==> src/rtl/sort_pkg.sv <==
`timescale 1ns/1ps
package sort_pkg;
  localparam int unsigned LANES = 4;
  localparam int unsigned CELLS = 5;

  // one-bit subtract slice: a - bin - b
  function automatic logic slice_diff(input logic a, input logic b, input logic bin);
    return a ^ b ^ bin;
  endfunction

  function automatic logic slice_borrow(input logic a, input logic b, input logic bin);
    return (~a & b) | (~a & bin) | (b & bin);
  endfunction
endpackage

==> src/rtl/borrow_slice.sv <==
`timescale 1ns/1ps
module borrow_slice
  import sort_pkg::*;
(
  input  logic a,
  input  logic b,
  input  logic bin,
  output logic r,
  output logic bout
);
  assign r    = slice_diff(a, b, bin);
  assign bout = slice_borrow(a, b, bin);
endmodule

==> src/rtl/ripple_sub.sv <==
`timescale 1ns/1ps
module ripple_sub #(
  parameter int unsigned W = 4
) (
  input  logic [W-1:0] a,
  input  logic [W-1:0] b,
  output logic [W-1:0] diff,
  output logic         borrow_out
);
  logic [W:0] chain;
  assign chain[0] = 1'b0;

  for (genvar i = 0; i < W; i++) begin : g_slice
    borrow_slice u_slice (
      .a   (a[i]),
      .b   (b[i]),
      .bin (chain[i]),
      .r   (diff[i]),
      .bout(chain[i+1])
    );
  end

  assign borrow_out = chain[W];
endmodule

==> src/rtl/cmp_xchg.sv <==
`timescale 1ns/1ps
module cmp_xchg #(
  parameter int unsigned W = 4
) (
  input  logic [W-1:0] a,
  input  logic [W-1:0] b,
  output logic [W-1:0] hi,
  output logic [W-1:0] lo,
  output logic [W-1:0] gap,
  output logic         swap
);
  ripple_sub #(.W(W)) u_sub (
    .a         (a),
    .b         (b),
    .diff      (gap),
    .borrow_out(swap)
  );

  // borrow set means a < b: route b upward; ties keep order
  assign hi = swap ? b : a;
  assign lo = swap ? a : b;
endmodule

==> src/rtl/psort4.sv <==
`timescale 1ns/1ps
module psort4
  import sort_pkg::*;
#(
  parameter int unsigned W = 4
) (
  input  logic         clk,
  input  logic         rst,
  input  logic [W-1:0] in0,
  input  logic [W-1:0] in1,
  input  logic [W-1:0] in2,
  input  logic [W-1:0] in3,
  output logic [W-1:0] out_hi,
  output logic [W-1:0] out_mh,
  output logic [W-1:0] out_ml,
  output logic [W-1:0] out_lo
);
  logic [LANES-1:0][W-1:0] cap_q;
  logic [LANES-1:0][W-1:0] res_q;
  logic [LANES-1:0][W-1:0] net_out;

  logic [CELLS-1:0][W-1:0] cx_a, cx_b, cx_hi, cx_lo, cx_gap;
  logic [CELLS-1:0]        cx_swap;

  // input capture stage
  always_ff @(posedge clk) begin
    if (rst) cap_q <= '0;
    else     cap_q <= {in3, in2, in1, in0};
  end

  for (genvar g = 0; g < CELLS; g++) begin : g_cell
    cmp_xchg #(.W(W)) u_cx (
      .a   (cx_a[g]),
      .b   (cx_b[g]),
      .hi  (cx_hi[g]),
      .lo  (cx_lo[g]),
      .gap (cx_gap[g]),
      .swap(cx_swap[g])
    );
  end

  // level 1: pairs (0,1) and (2,3)
  assign cx_a[0] = cap_q[0];
  assign cx_b[0] = cap_q[1];
  assign cx_a[1] = cap_q[2];
  assign cx_b[1] = cap_q[3];
  // level 2: the two winners meet, the two losers meet
  assign cx_a[2] = cx_hi[0];
  assign cx_b[2] = cx_hi[1];
  assign cx_a[3] = cx_lo[0];
  assign cx_b[3] = cx_lo[1];
  // level 3: settle the middle pair
  assign cx_a[4] = cx_hi[3];
  assign cx_b[4] = cx_lo[2];

  assign net_out[0] = cx_hi[2];
  assign net_out[1] = cx_hi[4];
  assign net_out[2] = cx_lo[4];
  assign net_out[3] = cx_lo[3];

  // result stage
  always_ff @(posedge clk) begin
    if (rst) res_q <= '0;
    else     res_q <= net_out;
  end

  assign out_hi = res_q[0];
  assign out_mh = res_q[1];
  assign out_ml = res_q[2];
  assign out_lo = res_q[3];
endmodule


==> config.mk <==
export PLATFORM = sky130hd
export DESIGN_NAME = psort4
export DESIGN_NICKNAME = d
export VERILOG_FILES = /design/src/rtl/sort_pkg.sv /design/src/rtl/borrow_slice.sv /design/src/rtl/ripple_sub.sv /design/src/rtl/cmp_xchg.sv /design/src/rtl/psort4.sv
export SDC_FILE = /design/constraint.sdc
export NUM_CORES = 1
export LEC_CHECK = 0
export BUFFER_PORTS_ARGS = -buffer_cell sky130_fd_sc_hd__buf_2
export CAP_MARGIN = 10
export CORE_UTILIZATION = 50
export CTS_CLUSTER_DIAMETER = 120
export DETAILED_ROUTE_END_ITERATION = 7
export PLACE_DENSITY_LB_ADDON = 0.08
export SLEW_MARGIN = 0
export SYNTH_ARGS = -nofsm -noshare
export SYNTH_HDL_FRONTEND = slang
export SYNTH_SLANG_ARGS = --single-unit
==> constraint.sdc <==
create_clock -name clk -period 2.5 [get_ports clk]
set_clock_uncertainty 0.1 [all_clocks]
set_input_delay 0.25 -clock clk [delete_from_list [all_inputs] [get_ports clk]]
set_output_delay 0.25 -clock clk [all_outputs]
set_load 0.05 [all_outputs]
# ---- Yosys cells after proc, flatten, opt, wreduce, memory -nomap -nowiden
# Index checks and enable logic that the tools add are counted.
dict set report word_totals {
  register_bits 32
  latch_bits 0
  mem_bits_rw 0
  rom_bits 0
  inputBits 18
  n_memories 0
}
dict set report op_classes {
  add_sub_neg 0
  n_mul 0
  div 0
  order_cmp 0
  n_eq_ne 0
  shift 0
  muxes 10
  n_bitwise 100
  reduce_logical 0
}
# op count
set ops {}
lappend ops {{AND 1 bit} 50}
lappend ops {{two-way mux 4 bit} 10}
lappend ops {{OR 1 bit} 30}
lappend ops {{NOT 1 bit} 20}

# ---- Longest topological paths before layout
dict set report logic_depth {
  word_depth 36
  ltp_mapped 11
}

# ---- Hierarchy
# A second synthesis with hierarchy kept.
dict set report unflattened {
  cells_unflattened 177
  area_unflattened_um2 2089.5
}
# mod n_inst cells_each area_per_inst_um2 seq_area_each_um2
set by_module_without_submodules {}
lappend by_module_without_submodules {psort4 1 67 863.3 640.6}
lappend by_module_without_submodules {cmp_xchg 5 9 131.4 0.0}
lappend by_module_without_submodules {borrow_slice 20 3 27.5 0.0}
lappend by_module_without_submodules {ripple_sub 5 1 3.8 0.0}

# ---- Worst setup path before layout
# OpenSTA, ideal clock, no wires.
dict set report synth_path {
  path_type {register -> register}
  start {reg cap_q[15] (netlist bit)}
  end {reg res_q, in the netlist out_mh[0]}
  setup_ns 0.124
  t_arrival_ns 2.100
  path_slack_ns 0.176
  path_stages_with_launch 10
  path_buffers 1
  period_less_slack_ns 2.324
  path_cell_list {dfxtp_1 -> buf_2 -> o221ai_1 -> o311ai_1 -> a211o_1 -> o41ai_2 -> a22oi_2 -> a31oi_1 -> nand2_1 -> mux2i_1}
}
dict set report synth_via {
  elab_chain_cells 27
  word_cells_on_any_way 61
  cone_classes {5 x mux; 56 x bitwise}
}
# element line
set synth_lines {}
lappend synth_lines {{from (decl)} psort4.sv:18} ;# logic [LANES-1:0][W-1:0] cap_q;
lappend synth_lines {{from (signal assigned)} psort4.sv:28} ;# else cap_q <= {in3, in2, in1, in0};
lappend synth_lines {{AND 1 bit} sort_pkg.sv:12} ;# return (~a & b) | (~a & bin) | (b & bin);
lappend synth_lines {{OR 1 bit (2 in a row)} sort_pkg.sv:12}
lappend synth_lines {{two-way mux 4 bit} cmp_xchg.sv:21} ;# assign lo = swap ? a : b;
lappend synth_lines {{AND 1 bit (2 in a row)} sort_pkg.sv:12}
lappend synth_lines {{OR 1 bit (2 in a row)} sort_pkg.sv:12}
lappend synth_lines {{AND 1 bit} sort_pkg.sv:12}
lappend synth_lines {{OR 1 bit (2 in a row)} sort_pkg.sv:12}
lappend synth_lines {{AND 1 bit} sort_pkg.sv:12}
lappend synth_lines {{[... 3 more ...]} --}
lappend synth_lines {{NOT 1 bit} sort_pkg.sv:12}
lappend synth_lines {{AND 1 bit (2 in a row)} sort_pkg.sv:12}
lappend synth_lines {{OR 1 bit (2 in a row)} sort_pkg.sv:12}
lappend synth_lines {{AND 1 bit} sort_pkg.sv:12}
lappend synth_lines {{OR 1 bit (2 in a row)} sort_pkg.sv:12}
lappend synth_lines {{AND 1 bit} sort_pkg.sv:12}
lappend synth_lines {{OR 1 bit (2 in a row)} sort_pkg.sv:12}
lappend synth_lines {{two-way mux 4 bit (*)} cmp_xchg.sv:20} ;# assign hi = swap ? b : a;
lappend synth_lines {{to (signal assigned)} psort4.sv:64} ;# else res_q <= net_out;
lappend synth_lines {{to (decl)} psort4.sv:19} ;# logic [LANES-1:0][W-1:0] res_q;
# Mark *: on every way between the ends. The rest lies on a longest branch, timed or not.
# A chain may end at the register's enable or synchronous reset.

# ---- Worst setup path after layout
dict set report layout_path {
  start {reg cap_q[6] (netlist bit)}
  end {reg res_q, in the netlist out_mh[2]}
}
dict set report layout_via {
  elab_chain_cells 31
  word_cells_on_any_way 73
  cone_classes {5 x mux; 68 x bitwise}
}
# element line
set layout_lines {}
lappend layout_lines {{AND 1 bit} sort_pkg.sv:12}
lappend layout_lines {{OR 1 bit (2 in a row)} sort_pkg.sv:12}
lappend layout_lines {{AND 1 bit} sort_pkg.sv:12}
lappend layout_lines {{OR 1 bit (2 in a row)} sort_pkg.sv:12}
lappend layout_lines {{two-way mux 4 bit} cmp_xchg.sv:21}
lappend layout_lines {{NOT 1 bit} sort_pkg.sv:12}
lappend layout_lines {{AND 1 bit (2 in a row)} sort_pkg.sv:12}
lappend layout_lines {{OR 1 bit (2 in a row)} sort_pkg.sv:12}
lappend layout_lines {{[... 7 more ...]} --}
lappend layout_lines {{NOT 1 bit} sort_pkg.sv:12}
lappend layout_lines {{AND 1 bit (2 in a row)} sort_pkg.sv:12}
lappend layout_lines {{OR 1 bit (2 in a row)} sort_pkg.sv:12}
lappend layout_lines {{AND 1 bit} sort_pkg.sv:12}
lappend layout_lines {{OR 1 bit (2 in a row)} sort_pkg.sv:12}
lappend layout_lines {{AND 1 bit} sort_pkg.sv:12}
lappend layout_lines {{OR 1 bit (2 in a row)} sort_pkg.sv:12}
lappend layout_lines {{two-way mux 4 bit (*)} cmp_xchg.sv:20}
# Marks and branches as above.

==> summary.txt <==
Pwr
  – P per Cell Area: 578 mW/mm^2
  – Peak supply drop: 407 uV
  – Total power: 1590 uW
  – P_leak: 0.00121 uW

Worst setup path
  – Crit Path Class: flop to flop
  – Cell repeated most along the worst path: a22oi_2
  – CP bufs+invs: 0
  – Worst EP required: 2570 ps
  – CP Launch Type: flop
  – CP max-delay cell: o41ai_4
  – Crit. End Element: flop
  – Critical Path AT: 2590 ps
  – Worst-path fanout max: 4
  – Crit-path cells: nor2b_2 -> a211o_1 -> a22oi_2 -> o21ai_2 -> o41ai_4 -> a22oi_2 -> a31oi_2 -> nand2_2 -> mux2i_1
  – Top delay family on crit path: compound AO/OA/AOI/OAI gates
  – Critical Path Max Stage Delay: 450 ps

Run status
  – Failing checks: negative setup slack
  – Status: finished with violations

Yosys
  – Synthesized Nets: 275
  – Adder-Cell Fraction of Synth Area: 2.56%
  – YS warnings: 0
  – Most frequent cell after synthesis: dfxtp_1
  – Mux share of post-synthesis cell area: 2.00%
  – Area fraction of the dominant cell type after synthesis: 31.9%
  – #FFs+latches synth: 32
  – Synth top area cells: dfxtp_1, nor2b_1, a21oi_1
  – Post-synth EDFFs: 0
  – Synth Area in Compound Gates: 33.1%
  – Ys async rst share: 0%
  – Library cells used by synthesis: 53
  – Synthesized area per cell: 7.81 sq um
  – Syn Inst Count: 257
  – Ys flop type: dfxtp_1
  – Main combinational cell family by area after synthesis: compound AO/OA/AOI/OAI gates
  – Largest area contributor in the synthesized netlist: dfxtp_1
  – Synth Area in XOR/XNOR: 0%
  – Sequential-to-total area share from yosys stat: 31.9%
  – Commonest cells in the netlist: dfxtp_1, nor2_1, a21oi_1
  – Synthesized cell area: 0.00201 sq mm
  – Post-synthesis simple-gate area fraction: 25.4%

Layout
  – Layout Utilization: 73.5%
  – Final Cell Area: 0.00275 sq mm
  – Final net count: 346
  – Share of cells above drive strength 1: 38.9%
  – # diodes: 0
  – P&R area growth vs syn: 37.0%

Global routing
  – Largest net degree at the start of global routing: 33
  – All-Layer GR Usage: 27.3%
  – Number of global-route vias before repair: 2030
  – Antenna violations before repair: 0
  – First-pass GRT wire length: 8.85 mm
  – Grt ovf: 0

Route
  – Antenna violation net count after detailed routing: 0
  – DRT iter0 DRCs: 212
  – Via count: 2150
  – Vias/cell: 5.70
  – Drt drc: 0
  – Drt pass-1 iters: 4
  – Routed length per placed instance: 14.6 um
  – Routed wire length: 5.50 mm

Placement
  – Final Wtd Congestion: 0.912
  – Pre-CTS setup slack: -23.0 ps
  – Buffers added on ports: 33
  – Placement Cell Area: 0.00251 sq mm
  – Final HPWL from detailed placement: 3.92 mm

CTS
  – H-Tree Depth: 2
  – Root buf cell: clkbuf_8
  – Clock sinks: 32
  – Total CTS buffers: 5
  – Max clock buf depth: 2
  – CTS tree: done
  – Clock latency on the worst-skew pair: 290 ps
  – # hold bufs at CTS: 0
  – CTS clk-pin slew, worst paths: 70 ps

Die
  – CORE AREA: 0.00374 sq mm
  – Die Area: 0.00427 sq mm
  – Starting Density: 53.6%
  – Ports: 34
  – Die width: 65.4 um
  – Row count: 22
  – Die H: 65.4 um

Timing
  – Relative slew slack: 62.8%
  – Setup WS post-layout: -21.9 ps
  – Slew Viols, Final: 0
  – Fmax: 0.397 GHz
  – Unrepaired setup endpoints after global routing: true
  – Final setup vio count: 6
  – Post-layout min period: 2520 ps
  – Hold Violations, Final: 0
  – Setup TNS: -107 ps
  – Tightest Pin Transition: 558 ps
  – Period utilization: 101%

Hold path
  – HP Class: primary input to flop

Flow run
  – Max-cap violations: 0
state kept, by name, indices dropped and copies added (netlist names):
| register | cells |
|---|---|
| cap_q | 16 |
| out_hi | 4 |
| out_lo | 4 |
| out_mh | 4 |
| out_ml | 4 |
what timing repair did:
action	4_1_cts	5_1_grt
buffers inserted	0	1
pin swaps	1	12
gates resized for setup	6	25
setup endpoints to repair	6	6
worst reg2reg max path, stage by stage, from the launching register on:
cell     delay, ps
dfxtp_2        350
nor2b_2        180
a211o_1        320
a22oi_2        290
o21ai_2        110
o41ai_4        450
a22oi_2        180
a31oi_2        190
nand2_2        120
mux2i_1        140
metal layers:
layer / global-route usage, % / wire [um] / vias up
li1: - / - / 1081
met1: 31.3 / 2440 / 977
met5: 0 / 0 / -
met2: 47.0 / 2650 / 80
met3: 6.25 / 288 / 12
met4: 13.6 / 119 / 0
power breakdown:
group          internal (uW)  total (uW)  switching (uW)
logic                    219         522             303
registers                547         569            22.1
clock network            295         497             203
logic make-up (layout without fill, tap and decap cells):
kind of cell | count (synthesis) | in the layout
buf+inv | 23 | 95
fa+ha+maj | 5 | 5
flops | 32 | 32
compound gates | 94 | 94
simple gates | 99 | 99
mux | 4 | 4
layout make-up:
class / count / area [sq um]
clock buffers: 5 / 68.8
multi-input cells: 202 / 1370
fillers: 302 / 993
flip-flops and latches: 32 / 657
clock inverters: 3 / 42.5
inverters: 9 / 33.8
well taps: 48 / 60.1
repair buffers: 78 / 515
per-stage QoR:
step                hold WS (ps)  instances
finish                      65.1        377
global placement             357        368
detailed placement           362        368
CTS                         60.7        376
global route                59.3        377
floorplan                    278        257
layout by cell type, fill, tap and decap left out, drive strengths merged, types with 3 or more instances in the layout:
| cell type | instances |
|---|---|
| o22ai | 4 |
| or2 | 6 |
| mux2i | 4 |
| a211oi | 10 |
| a21oi | 22 |
| o21ai | 15 |
| o221ai | 4 |
| nor3 | 9 |
| a22oi | 5 |
| nand2 | 19 |
| dfxtp | 32 |
| nor2 | 24 |
| buf | 78 |
| a21o | 4 |
| inv | 9 |
| maj3 | 5 |
| o21a | 3 |
| a211o | 4 |
| nor2b | 22 |
| nand2b | 9 |
| and2 | 3 |
| clkbuf | 5 |
worst paths after layout:
check             startpoint        end  slack, ps  depth (start not counted)
hold reg to reg     cap_q[7]  out_lo[3]        550                          2
hold / removal        in2[3]  cap_q[11]         70                          2
setup reg to reg    cap_q[6]  out_mh[2]        -20                          9
setup / recovery    cap_q[6]  out_mh[2]        -20                          9
Power figures use the tool's default switching activity.
